## config.mk

```make
export PLATFORM = sky130hd
export DESIGN_NAME = busCondMon
export DESIGN_NICKNAME = d
export VERILOG_FILES = /design/src/rtl/busCondMon_pkg.sv /design/src/rtl/busCondMonData.sv /design/src/rtl/busCondMonCtrl.sv /design/src/rtl/busCondMon.sv
export SDC_FILE = /design/constraint.sdc
export NUM_CORES = 1
export LEC_CHECK = 0
export BUFFER_PORTS_ARGS = -buffer_cell sky130_fd_sc_hd__buf_2
export CORE_AREA = 2 2 39 41
export DETAILED_ROUTE_END_ITERATION = 10
export DIE_AREA = 0 0 41 43
export SYNTH_ARGS = -nofsm -noshare
export SYNTH_HDL_FRONTEND = slang
export SYNTH_HIERARCHICAL = 1
export SYNTH_SLANG_ARGS = --single-unit
```

## constraint.sdc

```tcl
create_clock -name clk -period 1 [get_ports clk]
set_input_delay 0.15 -clock clk [delete_from_list [all_inputs] [get_ports clk]]
set_output_delay 0.15 -clock clk [all_outputs]
set_load 0.01 [all_outputs]
```

## src/rtl/busCondMon_pkg.sv

```systemverilog
package busCondMon_pkg;

  // Strobes issued by the control logic to the datapath registers
  typedef struct packed {
    logic seenStart;
    logic seenStop;
    logic arbSet;
  } monStrb_t;

  // Synchronized line view handed from the datapath to the control logic
  typedef struct packed {
    logic sclNow;
    logic sclPrev;
    logic sdaNow;
    logic sdaPrev;
  } lineView_t;

endpackage

```

## src/rtl/busCondMonData.sv

```systemverilog
module busCondMonData
  import busCondMon_pkg::*;
#(
  parameter int SYNC_STAGES = 2
) (
  input  logic      clk,
  input  logic      rstN,
  input  logic      sclIn,
  input  logic      sdaIn,
  input  logic      arbClear,
  input  monStrb_t  strb,
  output lineView_t view,
  output logic      startPulse,
  output logic      stopPulse,
  output logic      busBusy,
  output logic      arbLost
);

  localparam int LAST = SYNC_STAGES - 1;

  logic [LAST:0] sclPipe;
  logic [LAST:0] sdaPipe;
  logic          sclPrev;
  logic          sdaPrev;

  // Synchronizer chain, reset to the idle-high level of the bus
  generate
    for (genvar st = 0; st < SYNC_STAGES; st++) begin : g_sync
      if (st == 0) begin : g_first
        always_ff @(posedge clk or negedge rstN) begin
          if (!rstN) begin
            sclPipe[0] <= 1'b1;
            sdaPipe[0] <= 1'b1;
          end else begin
            sclPipe[0] <= sclIn;
            sdaPipe[0] <= sdaIn;
          end
        end
      end else begin : g_next
        always_ff @(posedge clk or negedge rstN) begin
          if (!rstN) begin
            sclPipe[st] <= 1'b1;
            sdaPipe[st] <= 1'b1;
          end else begin
            sclPipe[st] <= sclPipe[st-1];
            sdaPipe[st] <= sdaPipe[st-1];
          end
        end
      end
    end
  endgenerate

  // Previous synchronized sample for edge comparison
  always_ff @(posedge clk or negedge rstN) begin
    if (!rstN) begin
      sclPrev <= 1'b1;
      sdaPrev <= 1'b1;
    end else begin
      sclPrev <= sclPipe[LAST];
      sdaPrev <= sdaPipe[LAST];
    end
  end

  always_comb begin
    view.sclNow  = sclPipe[LAST];
    view.sclPrev = sclPrev;
    view.sdaNow  = sdaPipe[LAST];
    view.sdaPrev = sdaPrev;
  end

  // Output registers driven by the control strobes
  always_ff @(posedge clk or negedge rstN) begin
    if (!rstN) begin
      startPulse <= 1'b0;
      stopPulse  <= 1'b0;
      busBusy    <= 1'b0;
      arbLost    <= 1'b0;
    end else begin
      startPulse <= strb.seenStart;
      stopPulse  <= strb.seenStop;
      if (strb.seenStart)     busBusy <= 1'b1;
      else if (strb.seenStop) busBusy <= 1'b0;
      if (strb.arbSet)        arbLost <= 1'b1;
      else if (arbClear)      arbLost <= 1'b0;
    end
  end

  AST_START_ONE_CYCLE: assert property (@(posedge clk) disable iff (!rstN)
    startPulse |=> !startPulse) else $error("start pulse longer than one cycle");
  AST_STOP_ONE_CYCLE: assert property (@(posedge clk) disable iff (!rstN)
    stopPulse |=> !stopPulse) else $error("stop pulse longer than one cycle");
  AST_BUSY_WITH_START: assert property (@(posedge clk) disable iff (!rstN)
    startPulse |-> busBusy) else $error("busy not set by start");
  AST_IDLE_WITH_STOP: assert property (@(posedge clk) disable iff (!rstN)
    stopPulse |-> !busBusy) else $error("busy not cleared by stop");
  AST_BUSY_HOLDS: assert property (@(posedge clk) disable iff (!rstN)
    (!startPulse && !stopPulse) |-> $stable(busBusy)) else $error("busy moved without event");
  AST_ARB_STICKY: assert property (@(posedge clk) disable iff (!rstN)
    (arbLost && !arbClear) |=> arbLost) else $error("arb flag dropped without clear");
  AST_ARB_CLEAR: assert property (@(posedge clk) disable iff (!rstN)
    (arbClear && !strb.arbSet) |=> !arbLost) else $error("arb flag not cleared");
  AST_PULSE_EXCL: assert property (@(posedge clk) disable iff (!rstN)
    !(startPulse && stopPulse)) else $error("start and stop together");

endmodule

```

## src/rtl/busCondMonCtrl.sv

```systemverilog
module busCondMonCtrl
  import busCondMon_pkg::*;
(
  input  logic      clk,
  input  logic      rstN,
  input  lineView_t view,
  input  logic      sdaDriveLow,
  output monStrb_t  strb
);

  logic sclSteadyHigh;
  logic sclRising;

  always_comb begin
    // Clock high in both samples: a data move here is a bus condition
    sclSteadyHigh  = view.sclNow && view.sclPrev;
    sclRising      = view.sclNow && !view.sclPrev;
    strb.seenStart = sclSteadyHigh && view.sdaPrev && !view.sdaNow;
    strb.seenStop  = sclSteadyHigh && !view.sdaPrev && view.sdaNow;
    // Released driver should read high at the clock rise
    strb.arbSet    = sclRising && !sdaDriveLow && !view.sdaNow;
  end

  AST_NO_DUAL_EVENT: assert property (@(posedge clk) disable iff (!rstN)
    !(strb.seenStart && strb.seenStop)) else $error("dual event strobe");
  AST_NO_COND_ON_SCL_MOVE: assert property (@(posedge clk) disable iff (!rstN)
    (view.sclNow != view.sclPrev) |-> !(strb.seenStart || strb.seenStop)) else $error("condition on clock move");
  AST_NO_ARB_WHILE_DRIVING: assert property (@(posedge clk) disable iff (!rstN)
    sdaDriveLow |-> !strb.arbSet) else $error("arb set while driving");

endmodule

```

## src/rtl/busCondMon.sv

```systemverilog
module busCondMon
  import busCondMon_pkg::*;
#(
  parameter int SYNC_STAGES = 2
) (
  input  logic clk,
  input  logic rstN,
  input  logic sclIn,
  input  logic sdaIn,
  input  logic sdaDriveLow,
  input  logic arbClear,
  output logic startPulse,
  output logic stopPulse,
  output logic busBusy,
  output logic arbLost
);

  lineView_t view;
  monStrb_t  strb;

  busCondMonData #(.SYNC_STAGES(SYNC_STAGES)) u_data (
    .clk        (clk),
    .rstN       (rstN),
    .sclIn      (sclIn),
    .sdaIn      (sdaIn),
    .arbClear   (arbClear),
    .strb       (strb),
    .view       (view),
    .startPulse (startPulse),
    .stopPulse  (stopPulse),
    .busBusy    (busBusy),
    .arbLost    (arbLost)
  );

  busCondMonCtrl u_ctrl (
    .clk         (clk),
    .rstN        (rstN),
    .view        (view),
    .sdaDriveLow (sdaDriveLow),
    .strb        (strb)
  );

endmodule

```

# Yosys cells after proc, flatten, opt, wreduce, memory -nomap -nowiden
# Index checks and enable logic that the tools add are counted.
[word_totals]
regBits = 10
latch_bits = 0
mem_bits_rw = 0
mem_bits_ro = 0
elab_cells = 28
mem_count = 0
[classes]
n_addsub = 0
mul = 0
div = 0
n_lt_le_gt_ge = 0
n_eq_ne = 0
shift = 0
muxes = 4
n_bitwise = 0
reduce_logical = 14
[ops]
columns = ["cell", "n"]
rows = [
  ["$logic_and 1x1->1", 8],
  ["$logic_not 1->1", 4],
  ["$mux 1", 4],
  ["$reduce_bool 2->1", 2],
]

# Depth between registers and ports, before layout
[logic_depth]
word_depth = 5
ltp_mapped = 4
ltp_nobuf = 3

# By module
# Netlist, hierarchy kept.
[modules_own_cells]
columns = ["module", "n_inst", "cells_each", "area_each_um2"]
rows = [
  ["busCondMonData", 1, 18, 310.3],
  ["busCondMonCtrl", 1, 3, 35.0],
]

# Least setup slack after synthesis
# Ideal clock, no wire load.
[synth_timing]
path_type = "flip-flop to flip-flop"
startpoint = "register u_data.sdaPipe[1], in the netlist u_data/view[1]"
endpoint = "register u_data.busBusy"
setup_time_ns = 0.118
arrival_ns = 0.978
path_slack_ns = -0.096
stages_incl_launch_ff = 5
n_path_buf = 1
path_cell_list = "dfstp_2 buf_4 and4b_1 inv_1 a21o_1"
[synth_lines]
columns = ["element", "line_no", "source"]
rows = [
  ["from (decl)", "busCondMonData.sv:22", "logic [LAST:0] sdaPipe;"],
  ["from (signal, indexed assignment)", "busCondMonData.sv:46", "sdaPipe[st] <= sdaPipe[st-1];"],
  ["to (signal assigned)", "busCondMonData.sv:76", "busBusy <= 1'b0;"],
  ["to (signal assigned)", "busCondMonData.sv:81", "if (strb.seenStart) busBusy <= 1'b1;"],
  ["to (signal assigned)", "busCondMonData.sv:82", "else if (strb.seenStop) busBusy <= 1'b0;"],
  ["to (decl)", "busCondMonData.sv:15", "output logic busBusy,"],
]

==> impl_metrics.env <==
export IMPL_grt_ovfl_total=0
export IMPL_p_int_w=0.000703
export IMPL_antenna_found_initial=0
export IMPL_fin_crit_ps=1060
export IMPL_status="complete, but fails checks"
export IMPL_hold_class="in2reg"
export IMPL_fin_area_um2=485
export IMPL_min_to="u_data/arbLost"
export IMPL_num_antenna_cells=0
export IMPL_p_switching_w=0.000172
export IMPL_nets=44
export IMPL_cts_made_buffers=3
export IMPL_drt_total_wl_um=563
export IMPL_drc_errors=0
export IMPL_detail_route_vias_per_cell=3.92
export IMPL_postSynthCellCount=21
export IMPL_cts_tree="yes"
export IMPL_relSlewSlack_pct=85.6
export IMPL_drv_slew=0
export IMPL_worst_setup_path_type="reg2reg"
export IMPL_grt_pass1_wl_um=759
export IMPL_first_global_vias=202
export IMPL_power_leakage_nw=0.252
export IMPL_timing_critical_path_to_type="register"
export IMPL_synth_cell_types=7
export IMPL_r2r_setup_slack_ps=-60
export IMPL_nFillCells=139
export IMPL_switching_share_pct=19.7
export IMPL_core_area_um2=1380
export IMPL_seq_area_frac_synth_pct=74.6
export IMPL_area_delta_synth_final_pct=40.6
export IMPL_syn_cell_area_um2=345
export IMPL_fin_cells=53
export IMPL_finalSetupViolCount=1
export IMPL_critPathLaunchType="register"
export IMPL_h_tree_depth=1
export IMPL_avgSynthCellArea_um2=16.4
export IMPL_first_pass_iters=2
export IMPL_syn_nets=27
export IMPL_arrival_ps=1210
export IMPL_grt_max_degree=11
export IMPL_fp_row_count=14
export IMPL_maxCapViolations=0
export IMPL_die_w_um=41
export IMPL_required_ps=1150
export IMPL_highest_layer="met4"
export IMPL_rsz0062_at_grt="yes"
export IMPL_die_h_um=43
export IMPL_hpwl_um=393
export IMPL_met1_length_um=209
export IMPL_clock_latency_ps=260
export IMPL_worstReg2RegStart="u_data/view[1]"
export IMPL_r2r_end="u_data/busBusy"
export IMPL_finalPower_w=0.000875
export IMPL_root_buffer="clkbuf_4"
export IMPL_port_buffers=9
export IMPL_initial_core_util_pct=25.0
export IMPL_cts_buffer_depth=2
export IMPL_boundaryPins=10
export IMPL_setup_ws_ps=-62.4
export IMPL_r2r_cells=3
export IMPL_combPwrFrac_pct=8.7
export IMPL_holdPathStages=3
export IMPL_wl_per_cell_um=10.6
export IMPL_cellPowerDensity_nw_per_um2=1800
export IMPL_ant_nets=0
export IMPL_fmax_ghz=0.941
export IMPL_seqPwrFrac_pct=51.4
export IMPL_dpl_cell_count=45
export IMPL_worstMarginPinSlew_ps=216
export IMPL_cp_max_fo=4
export IMPL_clkTransAtPathRegs_ps=60
export IMPL_via_count=208
export IMPL_hp_start="arbClear"
export IMPL_globalplace_congestion=0.514
export IMPL_grt_total_usage_pct=7.43
export IMPL_violations="setup timing"
export IMPL_clock_skew_ps=3.46
export IMPL_fin_crit_sh_pct=106
export IMPL_cts_sinks=10
export IMPL_hold_violations=0
export IMPL_dieArea_um2=1760
export IMPL_drive_gt1_share_pct=64.9
export IMPL_wl_met3_um=54
export IMPL_yosys_warnings=6
export IMPL_power_share_clock_pct=39.9
export IMPL_drt_iter0_drc=3
export IMPL_wl_met2_um=289
export IMPL_dpl_cell_area_um2=403
export IMPL_ys_ff_latch=10
export IMPL_peakVddDrop_v=0.000496
routing by layer:
layer / GRT usage [%] / vias to the layer above
li1: - / 98
met1: 7.05 / 98
met2: 9.69 / 10
met3: 3.14 / 2
met4: 10.0 / 0
met5: 0 / -
cell usage after synthesis:
master	number	area (um^2)
a21o_1	2	15.0
and4b_1	2	20.0
buf_4	4	30.0
dfrtp_1	4	100
dfstp_2	6	158
inv_1	2	7.51
nor4b_2	1	15.0
worst max-delay path: stages, from the launching register on:
cell,delay (ps)
dfstp_2,550
and4b_1,220
inv_1,50
a21o_1,140
how the worst max path moves through the flow:
stage	startpoint	endpoint	slack [ps]
6_report	u_data/view[1]	u_data/busBusy	-60
5_1_grt	u_data/view[1]	u_data/busBusy	-100
4_1_cts	u_data/view[1]	u_data/busBusy	-70
3_5_place_dp	u_data/view[1]	u_data/busBusy	-70
3_3_place_gp	u_data/view[1]	u_data/busBusy	-20
2_1_floorplan	u_data/view[3]	u_data/busBusy	-80
flip-flops by register name, indices dropped and copies added, names as in the netlist:
register,flops
u_data/arbLost,1
u_data/busBusy,1
u_data/sclPipe,1
u_data/sclPrev,1
u_data/sdaPipe,1
u_data/sdaPrev,1
u_data/startPulse,1
u_data/stopPulse,1
u_data/view,2
per-stage QoR:
stage | setup TNS, ps | utilization, % | hold slack [ps] | setup WS [ps]
final | -62.4 | 35.1 | 161 | -62.4
after global routing | -144 | 35.1 | 167 | -97.3
after CTS | -74.0 | 33.9 | 149 | -74.0
after detailed placement | -71.2 | 29.1 | 16.4 | -71.2
after global placement | -18.0 | 29.1 | 4.16 | -18.0
after floorplan | -83.1 | - | -146 | -83.1
timing repair:
item | 4_1_cts | 5_1_grt
hold buffers | 3 | 0
buffers inserted | 0 | 1
endpoints found under the hold margin | 12 | 0
setup endpoints to repair | 1 | 2
resized for setup | 0 | 1
pin swaps | 0 | 1
power by group through the flow:
stage | Clock, W | Combinational [W] | Sequential, W
2_1_floorplan | 0 | 0.0000284 | 0.000461
3_5_place_dp | 0 | 0.0000625 | 0.000458
4_1_cts | 0.000371 | 0.0000713 | 0.000451
3_3_place_gp | 0 | 0.0000600 | 0.000455
6_report | 0.000349 | 0.0000758 | 0.000450
5_1_grt | 0.000385 | 0.0000841 | 0.000453
cell usage in the layout, fill, tap and decap left out:
cell	count
a21o_1	2
and4b_1	2
buf_2	9
buf_4	4
clkbuf_4	3
clkbuf_8	1
dfrtp_1	4
dfstp_2	6
dlygate4sd3_1	3
inv_1	2
nor4b_4	1
area by class of cell:
class	count	area, um^2	share of cell area, %
Tap cell	16	20.0	4.12
Timing Repair Buffer	16	105	21.6
Clock buffer	4	36.3	7.47
Sequential cell	10	258	53.1
Multi-Input combinational cell	5	58.8	12.1
Inverter	2	7.51	1.55
logic make-up (layout without fill, tap and decap cells):
logic type	count (synthesis)	count (layout)	synth area share, %
AOI/OAI and AO/OA	2	2	4.35
buffers and inverters	6	22	10.9
DFF	10	10	74.6
and+or+nand+nor	3	3	10.1
No activity file was read; power rests on OpenSTA's default activity.
